### src/rtl/cpr_pkg.sv
package cpr_pkg;
    localparam int ADDR_W = 16;
    localparam int BA_W   = 3;

    typedef struct packed {
        logic [ADDR_W-1:0] addr;
        logic [BA_W-1:0]   ba;
        logic              ras_n;
        logic              cas_n;
        logic              we_n;
    } ca_word_t;

    localparam int CA_W = $bits(ca_word_t);

    localparam ca_word_t CA_IDLE = '{addr: '0, ba: '0, ras_n: 1'b1, cas_n: 1'b1, we_n: 1'b1};

    // High when the word plus the parity bit has an odd number of ones.
    function automatic logic parity_odd(ca_word_t w, logic par);
        return ^{w, par};
    endfunction

    // Register-targeted write: all ranks selected and all three strobes low.
    function automatic logic cw_pattern(ca_word_t w, logic all_sel);
        return all_sel & ~w.ras_n & ~w.cas_n & ~w.we_n;
    endfunction
endpackage

### src/rtl/cpr_parity.sv
module cpr_parity
    import cpr_pkg::*;
#(
    parameter int RANKS = 2
) (
    input  ca_word_t         ca,
    input  logic             par,
    input  logic [RANKS-1:0] cs_n,
    output logic             par_err,
    output logic             cw_req,
    output logic             cw_commit
);
    logic any_sel;
    logic all_sel;
    logic odd;

    always_comb begin
        any_sel   = ~&cs_n;
        all_sel   = ~|cs_n;
        odd       = parity_odd(ca, par);
        par_err   = any_sel & odd;
        cw_req    = cw_pattern(ca, all_sel);
        cw_commit = cw_req & ~odd;
    end
endmodule

### src/rtl/cpr_cw_bank.sv
module cpr_cw_bank
    import cpr_pkg::*;
#(
    parameter int IDX_W  = 4,
    parameter int DATA_W = 4
) (
    input  logic                             clk,
    input  logic                             rst,
    input  logic                             wr_en,
    input  ca_word_t                         ca,
    output logic [(1<<IDX_W)*DATA_W-1:0]     words
);
    localparam int NWORDS = 1 << IDX_W;

    logic [IDX_W-1:0]  wr_idx;
    logic [DATA_W-1:0] wr_data;

    always_comb begin
        wr_idx  = ca.addr[IDX_W-1:0];
        wr_data = ca.addr[IDX_W +: DATA_W];
    end

    for (genvar k = 0; k < NWORDS; k++) begin : g_word
        logic [DATA_W-1:0] word_q;
        always_ff @(posedge clk) begin
            if (rst) begin
                word_q <= '0;
            end else if (wr_en && (wr_idx == IDX_W'(k))) begin
                word_q <= wr_data;
            end
        end
        assign words[k*DATA_W +: DATA_W] = word_q;
    end
endmodule

### src/rtl/cpr_pipe.sv
module cpr_pipe
    import cpr_pkg::*;
#(
    parameter int RANKS = 2
) (
    input  logic             clk,
    input  logic             rst,
    input  ca_word_t         ca_in,
    input  logic [RANKS-1:0] cs_n_in,
    input  logic [RANKS-1:0] cke_in,
    input  logic [RANKS-1:0] odt_in,
    input  logic             cw_req,
    input  logic             par_err,
    output ca_word_t         ca_q,
    output logic [RANKS-1:0] cs_n_q,
    output logic [RANKS-1:0] cke_q,
    output logic [RANKS-1:0] odt_q,
    output logic             err_q,
    output logic             sticky_q
);
    always_ff @(posedge clk) begin
        if (rst) begin
            ca_q     <= CA_IDLE;
            err_q    <= 1'b0;
            sticky_q <= 1'b0;
        end else begin
            ca_q     <= ca_in;
            err_q    <= par_err;
            sticky_q <= sticky_q | par_err;
        end
    end

    for (genvar r = 0; r < RANKS; r++) begin : g_rank
        always_ff @(posedge clk) begin
            if (rst) begin
                cs_n_q[r] <= 1'b1;
                cke_q[r]  <= 1'b0;
                odt_q[r]  <= 1'b0;
            end else begin
                cs_n_q[r] <= cs_n_in[r] | cw_req;
                cke_q[r]  <= cke_in[r];
                odt_q[r]  <= odt_in[r];
            end
        end
    end
endmodule

### src/rtl/cmd_par_reg.sv
module cmd_par_reg
    import cpr_pkg::*;
#(
    parameter int RANKS     = 2,
    parameter int CW_IDX_W  = 4,
    parameter int CW_DATA_W = 4
) (
    input  logic                                  clk,
    input  logic                                  rst,
    input  logic [15:0]                           cmd_addr,
    input  logic [2:0]                            cmd_ba,
    input  logic                                  cmd_ras_n,
    input  logic                                  cmd_cas_n,
    input  logic                                  cmd_we_n,
    input  logic [RANKS-1:0]                      cmd_cs_n,
    input  logic [RANKS-1:0]                      cmd_cke,
    input  logic [RANKS-1:0]                      cmd_odt,
    input  logic                                  cmd_par,
    output logic [15:0]                           dram_addr,
    output logic [2:0]                            dram_ba,
    output logic                                  dram_ras_n,
    output logic                                  dram_cas_n,
    output logic                                  dram_we_n,
    output logic [RANKS-1:0]                      dram_cs_n,
    output logic [RANKS-1:0]                      dram_cke,
    output logic [RANKS-1:0]                      dram_odt,
    output logic                                  perr_pull,
    output logic                                  perr_n,
    output logic                                  perr_sticky,
    output logic [(1<<CW_IDX_W)*CW_DATA_W-1:0]    cfg_words
);
    ca_word_t ca_in;
    ca_word_t ca_q;
    logic     par_err;
    logic     cw_req;
    logic     cw_commit;

    always_comb begin
        ca_in.addr  = cmd_addr;
        ca_in.ba    = cmd_ba;
        ca_in.ras_n = cmd_ras_n;
        ca_in.cas_n = cmd_cas_n;
        ca_in.we_n  = cmd_we_n;
    end

    cpr_parity #(.RANKS(RANKS)) parity_i (
        .ca        (ca_in),
        .par       (cmd_par),
        .cs_n      (cmd_cs_n),
        .par_err   (par_err),
        .cw_req    (cw_req),
        .cw_commit (cw_commit)
    );

    cpr_pipe #(.RANKS(RANKS)) pipe_i (
        .clk      (clk),
        .rst      (rst),
        .ca_in    (ca_in),
        .cs_n_in  (cmd_cs_n),
        .cke_in   (cmd_cke),
        .odt_in   (cmd_odt),
        .cw_req   (cw_req),
        .par_err  (par_err),
        .ca_q     (ca_q),
        .cs_n_q   (dram_cs_n),
        .cke_q    (dram_cke),
        .odt_q    (dram_odt),
        .err_q    (perr_pull),
        .sticky_q (perr_sticky)
    );

    cpr_cw_bank #(.IDX_W(CW_IDX_W), .DATA_W(CW_DATA_W)) cw_bank_i (
        .clk   (clk),
        .rst   (rst),
        .wr_en (cw_commit),
        .ca    (ca_in),
        .words (cfg_words)
    );

    always_comb begin
        dram_addr  = ca_q.addr;
        dram_ba    = ca_q.ba;
        dram_ras_n = ca_q.ras_n;
        dram_cas_n = ca_q.cas_n;
        dram_we_n  = ca_q.we_n;
        perr_n     = ~perr_pull;
    end
endmodule

### config.mk
export PLATFORM = sky130hd
export DESIGN_NAME = cmd_par_reg
export DESIGN_NICKNAME = d
export VERILOG_FILES = /design/src/rtl/cpr_pkg.sv /design/src/rtl/cpr_parity.sv /design/src/rtl/cpr_cw_bank.sv /design/src/rtl/cpr_pipe.sv /design/src/rtl/cmd_par_reg.sv
export SDC_FILE = /design/constraint.sdc
export NUM_CORES = 1
export LEC_CHECK = 0
export ABC_CLOCK_PERIOD_IN_PS = 1620
export BUFFER_PORTS_ARGS = -buffer_cell sky130_fd_sc_hd__buf_2
export CAP_MARGIN = 20
export CORE_MARGIN = 2
export CORE_UTILIZATION = 44
export DETAILED_ROUTE_END_ITERATION = 8
export PLACE_DENSITY_LB_ADDON = 0.05
export RECOVER_POWER = 25
export SETUP_SLACK_MARGIN = 0.2
export SYNTH_ARGS = -nofsm -noshare
export SYNTH_HDL_FRONTEND = slang
export SYNTH_SLANG_ARGS = --single-unit
export TNS_END_PERCENT = 100
### constraint.sdc
create_clock -name clk -period 1.62 [get_ports clk]
set_input_delay 0.081 -clock clk [delete_from_list [all_inputs] [get_ports clk]]
set_output_delay 0.081 -clock clk [all_outputs]
set_load 0.1 [all_outputs]
==> results of run 1 <==
==> logic make-up after synthesis <==
kind of cell | after synthesis | share of synthesized area (%)
AO/OA/AOI/OAI | 2 | 0.563
XOR/XNOR | 21 | 5.60
buffers and inverters | 21 | 2.64
flip-flops | 94 | 53.0
multiplexers | 64 | 18.0
AND/OR/NAND/NOR | 118 | 20.2
==> power by group <==
group,internal (W),switching (W)
logic,0.000798,0.00124
registers,0.00238,0.0000260
clock network,0.000767,0.000827
total,0.00394,0.00210
==> cell usage in the layout, fill, tap and decap left out, types with 5 or more instances in the layout <==
master	synthesis	final
nand2_1	68	68
clkbuf_8	0	10
xnor2_1	18	11
buf_2	0	119
nor2b_1	23	23
dlygate4sd3_1	0	16
mux2i_1	64	64
dfxtp_1	94	93
buf_6	2	5
inv_1	6	5
buf_4	0	20
nand4_4	9	12
==> repair_timing <==
item                                   in CTS  in global routing
endpoints found under the hold margin      16                  1
hold buffers                               15                  1
cloned                                      0                  2
setup buffers                               0                  2
gates resized for setup                     1                 21
pin swaps                                   3                 19
setup endpoints to repair                  65                 65
==> cell type report <==
class	count	area (um^2)
Fill cell	684	2680
Sequential cell	94	1880
Multi-Input combinational cell	205	1720
Timing Repair Buffer	172	1130
Clock buffer	10	138
Tap cell	102	128
Clock inverter	6	68.8
Inverter	6	26.3
==> per-stage QoR <==
stage          utilization (%)  setup TNS [ns]
3_5_place_dp              58.6          -18.95
4_1_cts                   63.3               0
6_report                  65.5               0
5_1_grt                   65.5        -0.00597
3_3_place_gp              58.6          -17.88
2_1_floorplan                -               0
==> final timing paths <==
kind	slack [ns]	to	startpoint	cells past startpoint
min reg2reg	0.45	pipe_i.sticky_q	pipe_i.sticky_q	1
max reg2reg	0.96	cw_bank_i.g_word[14].word_q[3]	cw_bank_i.g_word[14].word_q[3]	2
min	0.01	pipe_i.ca_q[17]	cmd_addr[11]	2
max	0.08	cw_bank_i.g_word[1].word_q[1]	cmd_addr[5]	8
==> synth_stat cells <==
cell and count:
nand4_4 9, nor2_2 1, or2_2 3, dfxtp_1 94
nor2_1 2, nand2_1 68, xnor3_2 1, and2_1 2
xnor2_1 18, clkbuf_1 13, nor2b_1 23, or3_1 2
a211oi_2 1, buf_6 2, a21o_1 1, xor2_1 2
nand4_2 3, or4_1 1, mux2i_1 64, nand4_1 4
inv_1 6
==> registers in the layout, indices dropped and copies added (netlist names) <==
signal	cells
cw_bank_i.g_word.word_q	64
pipe_i.ca_q	22
pipe_i.cke_q	2
pipe_i.cs_n_q	2
pipe_i.err_q	1
pipe_i.odt_q	2
pipe_i.sticky_q	1
==> layer usage <==
layer / up-vias / wire length, um / track usage [%] / share of wire (%)
met5: - / 0 / 0 / 0
met4: 0 / 76 / 4.35 / 0.87
met3: 8 / 544 / 6.02 / 6.3
met2: 79 / 4130 / 33.2 / 47
met1: 1319 / 3950 / 25.7 / 45
li1: 1395 / - / - / -
==> impl_metrics.env, run 1 <==
export IMPL_outcome="completed"
export IMPL_dp_slack_ns=-0.404
export IMPL_cp_end_kind="flip-flop"
export IMPL_cts_sinks=94
export IMPL_cts_buffer_depth=2
export IMPL_yosysSeqAreaShare_pct=53.0
export IMPL_total_leakage_power_nw=2.72
export IMPL_max_stage_delay_ns=0.52
export IMPL_required_ns=1.90
export IMPL_cap_violations=0
export IMPL_cts_buffers=9
export IMPL_dp_cells=559
export IMPL_first_pass_iters=4
export IMPL_yosys_warnings=0
export IMPL_cp_max_fo=5
export IMPL_clk_pin_slew_ns=0.09
export IMPL_dpl_cell_area_um2=4550
export IMPL_num_rows=32
export IMPL_ys_seq_elements=94
export IMPL_grt_pass1_vias=2724
export IMPL_worst_path_dominant_cell_family="XOR/XNOR gates"
export IMPL_antenna_found_initial=0
export IMPL_slew_headroom_pct=25.8
export IMPL_worstPathArrival_ns=1.82
export IMPL_finalNetCount=519
export IMPL_tightest_slew_ns=1.11
export IMPL_syn_avg_cell_area_um2=11.1
export IMPL_yosys_top_cells_area="dfxtp_1, mux2i_1, nand2_1"
export IMPL_power_per_cell_area_nw_per_um2=1190
export IMPL_hold_ws_ns=0.0115
export IMPL_syn_area_um2=3550
export IMPL_hpwl_um=5900
export IMPL_grt_pass1_wl_um=13800
export IMPL_period_share_pct=95.1
export IMPL_coreArea_um2=7770
export IMPL_die_area_um2=8810
export IMPL_finalSetupViolCount=0
export IMPL_hold_class="in2reg"
export IMPL_grt_max_degree=32
export IMPL_routedWlPerCell_um=14.6
export IMPL_place_gp_congestion=0.770
export IMPL_cts_tree="yes"
export IMPL_die_x_um=93.9
export IMPL_die_h_um=93.9
export IMPL_path_cells="buf_8 -> xnor2_4 -> xnor2_2 -> xnor2_1 -> xnor3_2 -> buf_12 -> nand4_1 -> mux2i_1"
export IMPL_viasPerCell=4.71
export IMPL_setup_ws_ns=0.0791
export IMPL_finalPower_w=0.00604
export IMPL_path_class="in2reg"
export IMPL_hold_violations=0
export IMPL_vias=2801
export IMPL_rsz0062_at_grt="yes"
export IMPL_max_freq_mhz=649
export IMPL_cp_buffers_inverters=2
export IMPL_final_cell_area_um2=5090
export IMPL_netlist_area_leader_share_pct=53.0
export IMPL_syn2layout_area_growth_pct=43.2
export IMPL_routed_wl_um=8700
export IMPL_final_max_slew_viol_count=0
export IMPL_diodes=0
export IMPL_synthCells=320
export IMPL_yosysUniqueCellTypes=21
export IMPL_worstSetupStartpointType="primary input"
export IMPL_htree_levels=3
export IMPL_cts_root_buf="clkbuf_8"
export IMPL_numPortBuffers=125
export IMPL_critPathSlowestCell="xnor3_2"
export IMPL_drc_errors=0
export IMPL_grt_usage_pct=20.0
export IMPL_fin_skew_ns=0
export IMPL_finalCriticalPeriod_ns=1.54
export IMPL_first_iter_violations=84
export IMPL_antenna_left=0
export IMPL_clock_latency_ns=0.36
export IMPL_final_cells=595
export IMPL_synth_largest_area_cell="dfxtp_1"
export IMPL_io_pins=126
export IMPL_start_util_pct=45.7
export IMPL_drive_above_1_share_pct=40.0
export IMPL_grt_overflow=0
export IMPL_ir_worst_vdd_mv=0.536
export IMPL_synth_nets=351
Power figures use the tool's default switching activity.
==> inputs of run 2 (changes only) <==
--- a/config.mk
+++ b/config.mk
@@ -5,11 +5,11 @@
 export SDC_FILE = /design/constraint.sdc
 export NUM_CORES = 1
 export LEC_CHECK = 0
-export ABC_CLOCK_PERIOD_IN_PS = 1620
+export ABC_CLOCK_PERIOD_IN_PS = 1600
 export BUFFER_PORTS_ARGS = -buffer_cell sky130_fd_sc_hd__buf_2
 export CAP_MARGIN = 20
 export CORE_MARGIN = 2
-export CORE_UTILIZATION = 44
+export CORE_UTILIZATION = 49
 export DETAILED_ROUTE_END_ITERATION = 8
 export PLACE_DENSITY_LB_ADDON = 0.05
 export RECOVER_POWER = 25
==> constraint.sdc (replaced) <==
create_clock -name clk -period 1.6 [get_ports clk]
set_input_delay 0.08 -clock clk [delete_from_list [all_inputs] [get_ports clk]]
set_output_delay 0.08 -clock clk [all_outputs]
set_load 0.1 [all_outputs]
==> impl_metrics.env, run 2 (synthesis results as in run 1) <==
export IMPL_layout_common_cells="dfxtp_1, buf_2, nand2_1"
export IMPL_cts_sinks=94
export IMPL_slew_headroom_pct=26.4
export IMPL_die_x_um=89.2
export IMPL_fin_skew_ns=0
export IMPL_dp_cells=561
export IMPL_hpwl_um=5850
export IMPL_rrSetupSlack_ns=0.95
export IMPL_power_per_cell_area_nw_per_um2=1150
export IMPL_total_leakage_power_nw=2.78
export IMPL_final_cells=594
export IMPL_tightest_slew_ns=1.10
export IMPL_rsz0062_at_grt="yes"
export IMPL_ir_worst_vdd_mv=0.628
export IMPL_final_max_slew_viol_count=0
export IMPL_max_freq_mhz=655
export IMPL_drive_above_1_share_pct=42.0
export IMPL_place_gp_congestion=0.783
export IMPL_cts_buffers=9
export IMPL_worstPathArrival_ns=1.79
export IMPL_numPortBuffers=125
export IMPL_cts_root_buf="clkbuf_8"
export IMPL_worstSetupStartpointType="primary input"
export IMPL_worstSetupStartpoint="cmd_ba[0]"
export IMPL_cp_max_fo=5
export IMPL_io_pins=126
export IMPL_multiInputGateArea_um2=1800
export IMPL_first_iter_violations=44
export IMPL_antenna_left=0
export IMPL_period_share_pct=95.5
export IMPL_path_class="in2reg"
export IMPL_timing_rr_end="cw_bank_i.g_word[8].word_q[0]"
export IMPL_top_regs="cw_bank_i.g_word.word_q: 64 flops, pipe_i.ca_q: 22 flops"
export IMPL_drc_errors=0
export IMPL_largest_register_ff_count=64
export IMPL_cap_violations=0
export IMPL_cts_buffer_depth=2
export IMPL_antenna_found_initial=0
export IMPL_register_area_um2=1880
export IMPL_grt_max_degree=41
export IMPL_setup_ws_ns=0.0725
export IMPL_reg2reg_from="cw_bank_i.g_word[8].word_q[0]"
export IMPL_viasPerCell=4.77
export IMPL_dp_slack_ns=-0.463
export IMPL_routed_wl_um=8580
export IMPL_outcome="completed"
export IMPL_finalSetupViolCount=0
export IMPL_holdPathEnd="pipe_i.ca_q[2]"
export IMPL_hold_ws_ns=0.0179
export IMPL_cp_end_kind="flip-flop"
export IMPL_syn2layout_area_growth_pct=46.6
export IMPL_grt_overflow=0
export IMPL_coreArea_um2=7140
export IMPL_die_h_um=89.2
export IMPL_first_pass_iters=4
export IMPL_num_rows=31
export IMPL_die_area_um2=7950
export IMPL_diodes=0
export IMPL_worstHoldStart="cmd_ras_n"
export IMPL_grt_pass1_vias=2722
export IMPL_hold_violations=0
export IMPL_rr_worst_depth=2
export IMPL_finalCriticalPeriod_ns=1.53
export IMPL_htree_levels=3
export IMPL_hold_class="in2reg"
export IMPL_vias=2835
export IMPL_grt_usage_pct=21.7
export IMPL_top_register="cw_bank_i.g_word.word_q"
export IMPL_clock_latency_ns=0.35
export IMPL_grt_pass1_wl_um=13100
export IMPL_clk_pin_slew_ns=0.08
export IMPL_nFillCells=569
export IMPL_whs_path_depth=3
export IMPL_finalNetCount=522
export IMPL_required_ns=1.87
export IMPL_cts_tree="yes"
export IMPL_routedWlPerCell_um=14.5
export IMPL_start_util_pct=49.8
==> run 2: cell type report <==
cell class	instances	share of cell area, %
inverter	6	0.504
clock inverter	5	1.61
sequential	94	36.2
multi-input combinational	206	34.6
clock buffer	10	2.45
tap	99	2.38
timing repair buffer	174	22.3
==> run 2: worst max-delay path by stage <==
stage                                endpoint
2_1_floorplan   cw_bank_i.g_word[5].word_q[0]
6_report        cw_bank_i.g_word[7].word_q[3]
3_5_place_dp    cw_bank_i.g_word[9].word_q[0]
3_3_place_gp   cw_bank_i.g_word[15].word_q[0]
5_1_grt         cw_bank_i.g_word[8].word_q[0]
4_1_cts         cw_bank_i.g_word[9].word_q[0]
==> run 2: per-layer routing <==
layer  part of all wire [%]  vias to the layer above  track usage [%]
met2                     48                       83             36.1
met1                     44                     1340             26.9
li1                       -                     1402                -
met5                      0                        -                0
met4                    1.5                        0             8.41
met3                    6.4                       10             5.54
==> run 2: where the power goes <==
group,total (W),switching [W],internal (W)
clock,0.00168,0.000803,0.000878
sequential,0.00244,0.0000295,0.00241
combinational,0.00188,0.00123,0.000649
total,0.00600,0.00206,0.00393
==> run 2: metrics by stage <==
stage	total power [W]	util, %	TNS, ns	area [um^2]
floorplan	0.00373	-	0	3630
global placement	0.00404	64.3	-25.84	4590
detailed placement	0.00406	64.3	-25.89	4590
CTS	0.00590	71.1	0	5070
global route	0.00620	73.0	0	5210
finish	0.00600	73.0	0	5210
==> run 2: critical path: stages <==
cell     delay (ns)
buf_6          0.09
xor2_1         0.16
xnor2_1        0.14
xnor2_1        0.29
xnor3_2        0.62
nand4_4        0.20
mux2i_1        0.22
==> run 2: timing repair <==
action | 4_1_cts | 5_1_grt
pin swaps | 18 | 12
cloned | 1 | 0
hold endpoints to repair | 15 | 1
buffers inserted | 0 | 2
setup endpoints to repair | 66 | 66
gates resized for setup | 21 | 23
hold buffers | 14 | 1
